## src/rtl/la_pkg.sv

```systemverilog
package la_pkg;
    typedef enum logic {
        SZ_BYTE = 1'b0,
        SZ_HALF = 1'b1
    } la_size_e;
endpackage

```

## src/rtl/la_issue_ctrl.sv

```systemverilog
module la_issue_ctrl
    import la_pkg::*;
#(
    parameter int ADDR_W = 16
) (
    input  logic              clk,
    input  logic              rst_n,
    input  logic              cmd_valid_i,
    input  la_size_e          cmd_size_i,
    input  logic [ADDR_W-1:0] cmd_addr_i,
    output logic              cmd_ready_o,
    output logic              mem_rd_en_o,
    output logic [ADDR_W-1:0] mem_addr_o,
    output logic              complete_o,
    output la_size_e          size_o
);
    typedef struct packed {
        logic     pend;
        la_size_e size;
    } ctrl_st_t;

    ctrl_st_t st_d, st_q;
    logic     issue;

    always_comb begin
        st_d  = st_q;
        issue = cmd_valid_i && !st_q.pend;
        // one outstanding read; it always returns the following cycle
        st_d.pend = issue;
        if (issue) begin
            st_d.size = cmd_size_i;
        end
    end

    always_ff @(posedge clk or negedge rst_n) begin
        if (!rst_n) begin
            st_q <= '{pend: 1'b0, size: SZ_BYTE};
        end else begin
            st_q <= st_d;
        end
    end

    assign cmd_ready_o = !st_q.pend;
    assign mem_rd_en_o = issue;
    assign mem_addr_o  = cmd_addr_i;
    assign complete_o  = st_q.pend;
    assign size_o      = st_q.size;


    single_outstanding_chk: assert property (@(posedge clk) disable iff (!rst_n)
        mem_rd_en_o |=> !mem_rd_en_o && complete_o);
endmodule

```

## src/rtl/la_lane_merge.sv

```systemverilog
module la_lane_merge
    import la_pkg::*;
#(
    parameter int DATA_W = 64,
    parameter int LANE_W = 8,
    localparam int RD_W  = 2 * LANE_W
) (
    input  logic [DATA_W-1:0] acc_i,
    input  logic [RD_W-1:0]   rd_data_i,
    input  la_size_e          size_i,
    output logic [DATA_W-1:0] merged_o
);
    localparam int NSZ = 2;

    logic [DATA_W-1:0] cand [NSZ];

    for (genvar s = 0; s < NSZ; s++) begin : g_sz
        localparam int W = LANE_W << s;
        // new element enters at the top, older contents slide down
        assign cand[s] = {rd_data_i[W-1:0], acc_i[DATA_W-1:W]};
    end

    always_comb begin
        merged_o = (size_i == SZ_HALF) ? cand[1] : cand[0];
    end
endmodule

```

## src/rtl/la_acc_reg.sv

```systemverilog
module la_acc_reg
    import la_pkg::*;
#(
    parameter int DATA_W = 64,
    parameter int LANE_W = 8
) (
    input  logic              clk,
    input  logic              rst_n,
    input  logic              wr_en_i,
    input  logic [DATA_W-1:0] wr_data_i,
    input  logic              complete_i,
    input  la_size_e          size_i,
    input  logic [DATA_W-1:0] merged_i,
    output logic [DATA_W-1:0] acc_o,
    output logic              done_o
);
    localparam int HW = 2 * LANE_W;

    typedef struct packed {
        logic [DATA_W-1:0] acc;
        logic              done;
    } acc_st_t;

    acc_st_t st_d, st_q;

    always_comb begin
        st_d      = st_q;
        st_d.done = 1'b0;
        if (wr_en_i) begin
            st_d.acc = wr_data_i;
        end else if (complete_i) begin
            st_d.acc  = merged_i;
            st_d.done = 1'b1;
        end
    end

    always_ff @(posedge clk or negedge rst_n) begin
        if (!rst_n) begin
            st_q <= '0;
        end else begin
            st_q <= st_d;
        end
    end

    assign acc_o  = st_q.acc;
    assign done_o = st_q.done;


    byte_shift_chk: assert property (@(posedge clk) disable iff (!rst_n)
        (complete_i && !wr_en_i && size_i == SZ_BYTE) |=>
            acc_o[DATA_W-LANE_W-1:0] == $past(acc_o[DATA_W-1:LANE_W]));


    half_shift_chk: assert property (@(posedge clk) disable iff (!rst_n)
        (complete_i && !wr_en_i && size_i == SZ_HALF) |=>
            acc_o[DATA_W-HW-1:0] == $past(acc_o[DATA_W-1:HW]));
endmodule

```

## src/rtl/load_align_acc.sv

```systemverilog
module load_align_acc
    import la_pkg::*;
#(
    parameter int DATA_W = 64,
    parameter int LANE_W = 8,
    parameter int ADDR_W = 16,
    localparam int RD_W  = 2 * LANE_W
) (
    input  logic              clk,
    input  logic              rst_n,
    input  logic              cmd_valid,
    input  logic              cmd_size,
    input  logic [ADDR_W-1:0] cmd_addr,
    output logic              cmd_ready,
    output logic              mem_rd_en,
    output logic [ADDR_W-1:0] mem_addr,
    input  logic [RD_W-1:0]   mem_rd_data,
    input  logic              wr_en,
    input  logic [DATA_W-1:0] wr_data,
    output logic [DATA_W-1:0] acc_o,
    output logic              done_o
);
    logic              complete;
    la_size_e          pend_size;
    logic [DATA_W-1:0] merged;

    la_issue_ctrl #(.ADDR_W(ADDR_W)) ctrl_i (
        .clk         (clk),
        .rst_n       (rst_n),
        .cmd_valid_i (cmd_valid),
        .cmd_size_i  (la_size_e'(cmd_size)),
        .cmd_addr_i  (cmd_addr),
        .cmd_ready_o (cmd_ready),
        .mem_rd_en_o (mem_rd_en),
        .mem_addr_o  (mem_addr),
        .complete_o  (complete),
        .size_o      (pend_size)
    );

    la_lane_merge #(.DATA_W(DATA_W), .LANE_W(LANE_W)) merge_i (
        .acc_i     (acc_o),
        .rd_data_i (mem_rd_data),
        .size_i    (pend_size),
        .merged_o  (merged)
    );

    la_acc_reg #(.DATA_W(DATA_W), .LANE_W(LANE_W)) acc_i (
        .clk        (clk),
        .rst_n      (rst_n),
        .wr_en_i    (wr_en),
        .wr_data_i  (wr_data),
        .complete_i (complete),
        .size_i     (pend_size),
        .merged_i   (merged),
        .acc_o      (acc_o),
        .done_o     (done_o)
    );


    done_after_read_chk: assert property (@(posedge clk) disable iff (!rst_n)
        done_o |-> $past(mem_rd_en, 2));


    done_pulse_chk: assert property (@(posedge clk) disable iff (!rst_n)
        done_o |=> !done_o);


    wr_wins_chk: assert property (@(posedge clk) disable iff (!rst_n)
        wr_en |=> (acc_o == $past(wr_data)) && !done_o);


    busy_no_read_chk: assert property (@(posedge clk) disable iff (!rst_n)
        !cmd_ready |-> !mem_rd_en);
endmodule

```

## config.mk

```make
export PLATFORM = sky130hd
export DESIGN_NAME = load_align_acc
export DESIGN_NICKNAME = d
export VERILOG_FILES = /design/src/rtl/la_pkg.sv /design/src/rtl/la_issue_ctrl.sv /design/src/rtl/la_lane_merge.sv /design/src/rtl/la_acc_reg.sv /design/src/rtl/load_align_acc.sv
export SDC_FILE = /design/constraint.sdc
export NUM_CORES = 1
export LEC_CHECK = 0
export ABC_AREA = 1
export BUFFER_PORTS_ARGS = -buffer_cell sky130_fd_sc_hd__buf_4
export CAP_MARGIN = 20
export CORE_AREA = 2 2 97 99
export CTS_CLUSTER_SIZE = 25
export DETAILED_ROUTE_END_ITERATION = 10
export DIE_AREA = 0 0 99 101
export PLACE_DENSITY = 0.79
export SLEW_MARGIN = 10
export SYNTH_ARGS = -nofsm -noshare
export SYNTH_HDL_FRONTEND = slang
export SYNTH_SLANG_ARGS = --single-unit
```

## constraint.sdc

```tcl
create_clock -name clk -period 1.6 [get_ports clk]
set_clock_uncertainty 0.15 [all_clocks]
set_input_delay 0.32 -clock clk [delete_from_list [all_inputs] [get_ports clk]]
set_output_delay 0.32 -clock clk [all_outputs]
set_load 0.02 [all_outputs]
```

==> metrics.csv <==
metric,value,unit
Seq cells post-synth,67,
DRT Wirelength,12.0,mm
"Req. time, crit path",1.13,ns
min Tclk post-route,1.52,ns
Final Worst Setup Slack,0.0785,ns
Final Slew Violations,0,
post-synthesis sequential area ratio,40.0,%
status,"complete, no violations",
crit-path cells,inv_2 > nand2_1 > inv_2 > buf_4,
Hold Startpoint,wr_data[26],
# IOs,184,
Critical Path Start Type,flip-flop,
crit path from,ctrl_i.complete_o,
Initial Utilization,46.6,%
Leak,3.49,nW
Synth async-reset ratio,100,%
FF/Latch Area,1680,um2
vias per inst,4.86,
Worst path max stage delay,0.39,ns
dpl ws,0.156,ns
total track usage,24.6,%
Chip Height,101,um
total die area,10000,um2
Least-Margin Pin Slew,0.349,ns
n_diodes,0,
crit end category,primary output,
Tcrit/Tclk final,95.1,%
Initial DRC Count,237,
synthesized area,4190,um2
Worst Reg-to-Reg Cells,6,
largest net degree at the start of global routing,57,
Crit-path slowest cell,dfrtp_1,
Yosys top cell by area,dfrtp_1,
Synth Area per Inst,6.49,um2
Fmax achieved,657,MHz
routability congestion estimate,0.922,
setup violators final,0,
Yosys top cell area share,40.0,%
CTS max path bufs,2,
"Distinct cells, synth",12,
die width,99,um
ANT nets after route,0,
CP arrival,1.05,ns
max_cap viols,0,
WS Path Type,reg -> out,
wire per inst,13.5,um
"Reg clk slew, reported paths",0.08,ns
footprint of the multi-input gates,1640,um2
largest vdd supply drop,0.511,mV
DRC viols,0,
HPWL after DPL,8.87,mm
Final Hold Violating Endpoints,0,
r2r setup slk,0.24,ns
layout cells sized above 1,24.2,%
nets,874,
standard-cell row count,35,
CTS buffer count,9,
PortBufs,151,
synth warn,0,
core region area,8980,um2
Main synth FF type,dfrtp_1,
fillers,843,
first-pass GRT wire length,19.7,mm
most numerous cell in the Yosys netlist,nand2_1,
Initial DRT Pass Iterations,5,
Clock H-tree levels,3,
largest cells by area after synthesis,"dfrtp_1 40%, nand2_1 23%, inv_1 12%",
Crit path top cell by count,inv_2,
Fin Setup TNS,0,ns
Mapped Nets,746,
GRT overflow,0,
PwrDens,951,nW/um2
crit-path max FO,3,
Hold WC Path Type,in -> reg,
clock root cell,clkbuf_8,
relative slew slack,76.7,%
RSZ-0062 raised after global routing,false,
worst skew pair latency,0.34,ns
via count,4319,
vias in the first global route,4049,
"EDFF count, synth",0,
CTS tree,yes,
FF-to-FF End,acc_i.acc_o[23],
crit path to,mem_rd_en,
initial antenna violation count,0,
"Area growth, synth to finish",31.6,%
synthesized instance count,645,
Post-synth top cells,"258 x nand2_1, 138 x inv_1, 67 x dfrtp_1",
worst r2r src,ctrl_i.complete_o,
CTS sink cnt,67,
flip-flops by register name, indices dropped and copies added (netlist names):
register / cells
ctrl_i.complete_o: 1
acc_i.done_o: 1
acc_i.acc_o: 64
ctrl_i.size_o: 1
kinds of logic (layout without fill, tap and decap cells):
family                 Yosys count  in the layout  share of synthesized area [%]
AOI/OAI and AO/OA               65             65                           7.77
buffers and inverters          189            322                           20.9
DFF                             67             67                           40.0
and+or+nand+nor                324            324                           31.3
layout make-up:
type | instances | area share, %
flip-flops and latches | 67 | 30.5
multi-input cells | 389 | 29.7
repair buffers | 167 | 24.2
inverters | 139 | 9.47
well taps | 111 | 2.52
clock buffers | 10 | 2.50
clock inverters | 6 | 1.18
metrics by stage:
| stage | area, um2 | instances | hold WS, ns | util (%) | power [mW] |
|---|---|---|---|---|---|
| finish | 5510 | 889 | 0.0895 | 61.4 | 5.24 |
| floorplan | 4190 | 645 | -0.126 | - | 3.10 |
| detailed placement | 5260 | 867 | 0.101 | 58.6 | 3.82 |
| CTS | 5490 | 887 | 0.0547 | 61.2 | 5.27 |
| global route | 5510 | 889 | 0.0978 | 61.4 | 5.55 |
| global placement | 5260 | 867 | 0.0968 | 58.6 | 3.79 |
power breakdown:
group | internal, mW | total, mW | switching (mW)
Clock | 0.762 | 1.44 | 0.679
Combinational | 0.691 | 1.71 | 1.02
Sequential | 1.90 | 2.09 | 0.195
Total | 3.35 | 5.24 | 1.89
critical path: cells and delay by family, from the launching register on:
kind	cells	cell delay [ns]
AND/OR/NAND/NOR	1	0.06
buffers and inverters	3	0.26
flip-flops	1	0.39
repair_timing:
action                                 4_1_cts  5_1_grt
hold buffers                                 1        0
endpoints found under the hold margin       23        0
setup endpoints to repair                    1        1
gates resized for setup                      1        0
setup buffers                                3        2
cells in the final DEF (no fill, tap or decap), drive strengths merged, types with 2 or more instances in the layout:
master	instances
a21oi	64
buf	166
nor2	2
clkbuf	10
nand2	258
inv	139
dfrtp	67
nand3	64
clkinv	4
metal layers:
metal | wire [um] | up-vias | GRT usage, %
met5 | 0 | - | 0
met2 | 5700 | 209 | 38.9
met3 | 965 | 27 | 3.54
li1 | - | 2147 | -
met1 | 4980 | 1936 | 33.9
met4 | 348 | 0 | 10.3
worst min path at each step:
stage	slack, ns	cells past startpoint	to
after CTS	0.05	3	ctrl_i.complete_o
after global placement	0.1	1	acc_i.acc_o[16]
final	0.09	5	acc_i.acc_o[26]
after global routing	0.1	5	acc_i.acc_o[19]
after floorplan	-0.13	0	acc_i.acc_o[0]
after detailed placement	0.10	1	acc_i.acc_o[16]
Power figures use the tool's default switching activity.
